$ cat config.mk
export PLATFORM = sky130hd
export DESIGN_NAME = rx_frame_fifo
export DESIGN_NICKNAME = d
export VERILOG_FILES = /design/src/rtl/rx_frame_fifo.sv
export SDC_FILE = /design/constraint.sdc
export NUM_CORES = 1
export LEC_CHECK = 0
export CAP_MARGIN = 25
export CORE_MARGIN = 4
export CORE_UTILIZATION = 45
export CTS_CLUSTER_SIZE = 40
export DETAILED_ROUTE_END_ITERATION = 6
export DONT_BUFFER_PORTS = 1
export HOLD_SLACK_MARGIN = 0.06
export SETUP_SLACK_MARGIN = 0.02
export SLEW_MARGIN = 10
export SYNTH_ARGS = -nofsm -noshare
export SYNTH_HDL_FRONTEND = slang
export SYNTH_SLANG_ARGS = --single-unit
$ cat constraint.sdc
create_clock -name clk -period 7.55 [get_ports clk]
set_clock_uncertainty 0.1 [all_clocks]
set_input_delay 0.3775 -clock clk [delete_from_list [all_inputs] [get_ports clk]]
set_output_delay 0.3775 -clock clk [all_outputs]
set_load 0.03 [all_outputs]
$ cat src/rtl/rx_frame_fifo.sv
module rx_frame_fifo #(
  parameter int ADDR_W   = 6,
  parameter int SQ_DEPTH = 8,
  parameter int OVR_HYST = 4
) (
  input  logic        clk,
  input  logic        rst_n,
  input  logic        rx_reset,
  input  logic        wr_valid,
  input  logic [7:0]  wr_data,
  input  logic        wr_last,
  input  logic [3:0]  wr_code,
  input  logic        rd_en,
  input  logic        discard,
  output logic [7:0]  rd_data,
  output logic [15:0] head_status,
  output logic        rx_complete,
  output logic        receiving,
  output logic        ovr_flag,
  output logic        stat_ovr_flag,
  output logic        underrun_flag,
  output logic        adapter_fail
);
  localparam int DEPTH = 1 << ADDR_W;
  localparam int CNT_W = ADDR_W + 1;
  localparam int SQ_W  = $clog2(SQ_DEPTH);
  localparam int LEN_W = 11;
  localparam logic [3:0]       CODE_OVERRUN = 4'b1000;
  localparam logic [CNT_W-1:0] FULL_CNT     = CNT_W'(DEPTH);
  localparam logic [CNT_W-1:0] RELEASE_CNT  = CNT_W'(DEPTH - OVR_HYST);
  localparam logic [SQ_W:0]    SQ_FULL      = (SQ_W+1)'(SQ_DEPTH);

  logic [7:0]       mem [DEPTH];
  logic [ADDR_W-1:0] wr_ptr, rd_ptr;
  logic [CNT_W-1:0] byte_cnt, byte_cnt_nxt, free_n;
  logic [LEN_W-1:0] sq_len  [SQ_DEPTH];
  logic [3:0]       sq_code [SQ_DEPTH];
  logic [SQ_W-1:0]  sq_wp, sq_rp;
  logic [SQ_W:0]    sq_cnt;
  logic [LEN_W-1:0] rd_off, cur_len, head_len, head_rem;
  logic [3:0]       head_code;
  logic in_frame, drop_frame, frame_ovr;
  logic have_frame, start, reject, frame_on, full;
  logic wr_take, wr_lost, push, do_discard, rd_ok, rd_bad;

  assign head_len   = sq_len[sq_rp];
  assign head_code  = sq_code[sq_rp];
  assign head_rem   = head_len - rd_off;
  assign have_frame = (sq_cnt != '0);
  assign start      = wr_valid && !in_frame;
  assign reject     = start && (sq_cnt == SQ_FULL);
  assign frame_on   = in_frame ? !drop_frame : !reject;
  assign full       = (byte_cnt == FULL_CNT);
  assign wr_take    = wr_valid && frame_on && !full;
  assign wr_lost    = wr_valid && frame_on && full;
  assign push       = wr_valid && frame_on && wr_last;
  assign do_discard = discard && have_frame;
  assign rd_ok      = rd_en && !discard && have_frame && (rd_off != head_len);
  assign rd_bad     = rd_en && !discard && !rd_ok;
  assign free_n     = do_discard ? CNT_W'(head_rem) : CNT_W'(rd_ok);
  assign byte_cnt_nxt = byte_cnt + CNT_W'(wr_take) - free_n;

  assign rd_data      = mem[rd_ptr];
  assign head_status  = have_frame ? {1'b0, head_code, head_rem}
                                   : {1'b1, 4'b0000, cur_len};
  assign rx_complete  = have_frame;
  assign receiving    = in_frame && !drop_frame;
  assign adapter_fail = underrun_flag;

  always_ff @(posedge clk) begin
    if (wr_take) mem[wr_ptr] <= wr_data;
  end

  always_ff @(posedge clk or negedge rst_n) begin
    if (!rst_n) begin
      for (int i = 0; i < SQ_DEPTH; i++) begin
        sq_len[i]  <= '0;
        sq_code[i] <= '0;
      end
    end else if (push) begin
      sq_len[sq_wp]  <= cur_len + LEN_W'(wr_take);
      sq_code[sq_wp] <= (frame_ovr || wr_lost) ? CODE_OVERRUN : wr_code;
    end
  end

  always_ff @(posedge clk or negedge rst_n) begin
    if (!rst_n) begin
      wr_ptr <= '0; rd_ptr <= '0; byte_cnt <= '0;
      sq_wp <= '0; sq_rp <= '0; sq_cnt <= '0;
      rd_off <= '0; cur_len <= '0;
      in_frame <= 1'b0; drop_frame <= 1'b0; frame_ovr <= 1'b0;
      ovr_flag <= 1'b0; stat_ovr_flag <= 1'b0; underrun_flag <= 1'b0;
    end else if (rx_reset) begin
      wr_ptr <= '0; rd_ptr <= '0; byte_cnt <= '0;
      sq_wp <= '0; sq_rp <= '0; sq_cnt <= '0;
      rd_off <= '0; cur_len <= '0;
      in_frame <= 1'b0; drop_frame <= 1'b0; frame_ovr <= 1'b0;
      ovr_flag <= 1'b0; stat_ovr_flag <= 1'b0; underrun_flag <= 1'b0;
    end else begin
      if (wr_take) wr_ptr <= wr_ptr + ADDR_W'(1);

      if (do_discard)  rd_ptr <= rd_ptr + head_rem[ADDR_W-1:0];
      else if (rd_ok)  rd_ptr <= rd_ptr + ADDR_W'(1);

      if (do_discard)  rd_off <= '0;
      else if (rd_ok)  rd_off <= rd_off + LEN_W'(1);

      byte_cnt <= byte_cnt_nxt;

      if (wr_valid) in_frame <= !wr_last;
      if (start)    drop_frame <= reject;

      if (push)         cur_len <= '0;
      else if (wr_take) cur_len <= cur_len + LEN_W'(1);

      if (push)         frame_ovr <= 1'b0;
      else if (wr_lost) frame_ovr <= 1'b1;

      if (push)       sq_wp <= sq_wp + SQ_W'(1);
      if (do_discard) sq_rp <= sq_rp + SQ_W'(1);
      sq_cnt <= sq_cnt + (SQ_W+1)'(push) - (SQ_W+1)'(do_discard);

      if (reject)          stat_ovr_flag <= 1'b1;
      else if (do_discard) stat_ovr_flag <= 1'b0;

      if (byte_cnt_nxt == FULL_CNT)         ovr_flag <= 1'b1;
      else if (byte_cnt_nxt <= RELEASE_CNT) ovr_flag <= 1'b0;

      if (rd_bad) underrun_flag <= 1'b1;
    end
  end
endmodule

==> results.cfg <==
[final_layout]
drive_gt1_frac = 0.187
finalNetCount = 1874
mostFrequentLayoutCells = edfxtp_1, nand2_1, mux4_2
area_growth_pct = 12.7
n_antenna_cell = 0
layout_commonest_cell = edfxtp_1

[worst_setup_path]
r2r-start = sq_rp[0]$_DFFE_PN0P_
startpoint_type = flop
critPathMaxFanout = 17
reg2reg_depth = 20
cp_data_required_time_ns = 7.95
crit_path_end_kind = flop
r2r_setup_slack_ns = 1.91
crit_type = reg -> reg
reg2reg_to = ovr_flag$_DFFE_PN0P_
arrival_ns = 6.04

[power_and_ir_drop]
intPower_mw = 7.37
p_per_area_nw_per_um2 = 319
p_clk_frac = 0.337
seq_power_share = 0.417
power.total_mw = 10.5
ir_worst_vdd_v = 0.000213
pwr-share-comb = 0.246
switchingPower_mw = 3.12
p_leak_nw = 11.2
switching_share = 0.298

[die]
rows = 93
initial_core_util = 0.453
die_x_um = 263
ios = 49
core_area_um2 = 64300
die_h_um = 263
dieArea_um2 = 69000

[cts]
cts_buffers = 75
post_cts.repair.setup_buffers = 0
ctsHoldBuffers = 30
cts.repair.resized = 0
clock_latency_ns = 0.62
root_buffer = clkbuf_16
h-tree-depth = 3
clk_pin_slew_worst_paths_ns = 0.06
clock_sinks = 689
cts_tree = done
cts_buffer_depth = 3

[logic_synthesis]
netlist_area_um2 = 29200
synth_flop_cell = edfxtp_1
async_reset_ff_frac = 0.257
synth_edf_count = 512
synthCells = 1790
ys_warn_count = 0
syn-num-nets = 1854
yosysUniqueCellTypes = 58
seq_area_frac_synth = 0.679
syn_area_per_cell_um2 = 16.3
ys_ff_latch = 689

[global_routing]
grt_pass1_vias = 16000
antenna_found_initial = 1
grt_pass1_wl_mm = 99.9
grt.overflow.total = 0
gr-usage-all-layers = 0.188
grt_start_max_net_pins = 178

[route]
drc = 0
viasPerCell = 5.75
num_vias = 15700
first_pass_iters = 5
avgRoutedWirePerCell_um = 23.7
ant_nets = 0
wl_mm = 64.4
dr.first_iter.drc_count = 1492

[timing]
report.final.setup_viol = 0
drv_slew = 0
max_slew_margin = 0.260
final.period_utilization = 0.747
rsz0062_at_grt = no
fin_hold_ws_ns = 0.103
worst_pin_slew_ns = 1.10
tns_ns = 0
hold_violations = 0
clock.fmax_mhz = 177
finalCriticalPeriod_ns = 5.64

[placed_design]
port_buffers = 0
routabilityCongestion = 0.842
dp_hpwl_mm = 38.7

[worst_hold_path]
worstHoldStart = discard
hold_depth = 3
hp-class = in -> reg
min_to = sq_rp[1]$_DFFE_PN0P_

[run_status]
outcome = finished, final reports clean

[job]
cap_violations = 0
[cell families (layout without fill, tap and decap cells)]
group	Yosys count	in the layout	share of synthesized area
buffers and inverters	134	212	0.0195
AOI/OAI and AO/OA	217	217	0.0415
DFF	689	689	0.679
muxes	237	237	0.162
adders and majority gates	45	45	0.0203
xor gates and xnor gates	43	43	0.0129
and+or+nand+nor	425	425	0.0651
[worst max path at each step]
stage               cells after the start  slack [ns]              endpoint                  from
finish                                 20        1.91  ovr_flag$_DFFE_PN0P_  sq_rp[0]$_DFFE_PN0P_
global route                           20        1.34  ovr_flag$_DFFE_PN0P_  sq_rp[0]$_DFFE_PN0P_
CTS                                    20        1.90  ovr_flag$_DFFE_PN0P_  sq_rp[0]$_DFFE_PN0P_
detailed placement                     20        1.98  ovr_flag$_DFFE_PN0P_  sq_rp[0]$_DFFE_PN0P_
global placement                       19        1.86  ovr_flag$_DFFE_PN0P_  sq_rp[0]$_DFFE_PN0P_
floorplan                              20        2.48  ovr_flag$_DFFE_PN0P_  sq_rp[0]$_DFFE_PN0P_
[state kept, by name, indices dropped and copies added (netlist names), 4 cells and up]
signal    cells
sq_cnt        4
sq_code      32
rd_ptr        6
byte_cnt      7
cur_len      11
rd_off       11
sq_len       88
wr_ptr        6
mem         512
[critical path, stage by stage (launching register included)]
cell	delay (ns)
dfrtp_2	0.74
buf_12	0.26
mux4_2	0.51
mux2_2	0.29
ha_1	0.41
nand4_1	0.20
nor4b_1	0.36
mux2i_1	0.19
nand2_1	0.28
a21oi_1	0.09
ha_1	0.32
inv_1	0.07
ha_1	0.18
inv_1	0.07
fa_1	0.41
nor2b_1	0.16
o31a_1	0.18
o32ai_1	0.09
a311oi_1	0.26
xor2_1	0.14
o31ai_1	0.23
[power groups by stage]
stage	clock network, mW	logic, mW	registers, mW
5_1_grt	3.78	2.80	4.40
4_1_cts	3.61	2.62	4.38
2_1_floorplan	0	2.02	4.32
6_report	3.54	2.58	4.37
3_5_place_dp	0	2.52	4.46
3_3_place_gp	0	2.44	4.48
[layout make-up]
type / count / area (um^2)
Sequential cell: 689 / 19800
Timing Repair Buffer: 46 / 703
Clock inverter: 34 / 344
Clock buffer: 101 / 2040
Fill cell: 5189 / 31500
Multi-Input combinational cell: 967 / 8800
Tap cell: 855 / 1070
Inverter: 31 / 116
[synth_stat cells (all sizes together) (4+ instances only)]
cell type  count  area (um^2)
nand2b         5         31.3
clkbuf        61          229
nor4           6         37.5
nor2         122          458
fa             4         80.1
o21a           5         37.5
nand3         18         90.1
mux4         184         4140
ha            41          513
a211oi         6         45.0
buf           42          224
inv           31          116
nand3b         7         52.6
nand2        192          721
mux2i         31          327
xnor2         21          184
o211ai         7         52.6
xor2          22          193
a21o           7         52.6
or3           13         81.3
o21ai        137          686
dfrtp        177         4430
nor4b          6         58.8
nand4         15         93.8
nor3           6         30.0
nor2b         12         75.1
a21oi         35          175
mux2          22          248
and3           5         31.3
edfxtp       512        15400
[metrics by stage]
| step | setup WS (ns) | util | area (um^2) | cells |
|---|---|---|---|---|
| detailed placement | 1.98 | 0.466 | 30000 | 2556 |
| floorplan | 2.48 | - | 29200 | 1790 |
| CTS | 1.90 | 0.510 | 32800 | 2721 |
| finish | 1.91 | 0.511 | 32900 | 2723 |
| global placement | 1.86 | 0.465 | 29900 | 2552 |
| global route | 1.34 | 0.511 | 32900 | 2723 |
[metal layers]
metal  track usage  share of wire  vias up
li1              -              -     6942
met1         0.263           0.42     8141
met2         0.298           0.48      458
met3        0.0432          0.069      117
met4        0.0580          0.029        0
met5             0              0        -
Note: power is estimated with default switching activity, not from simulation.
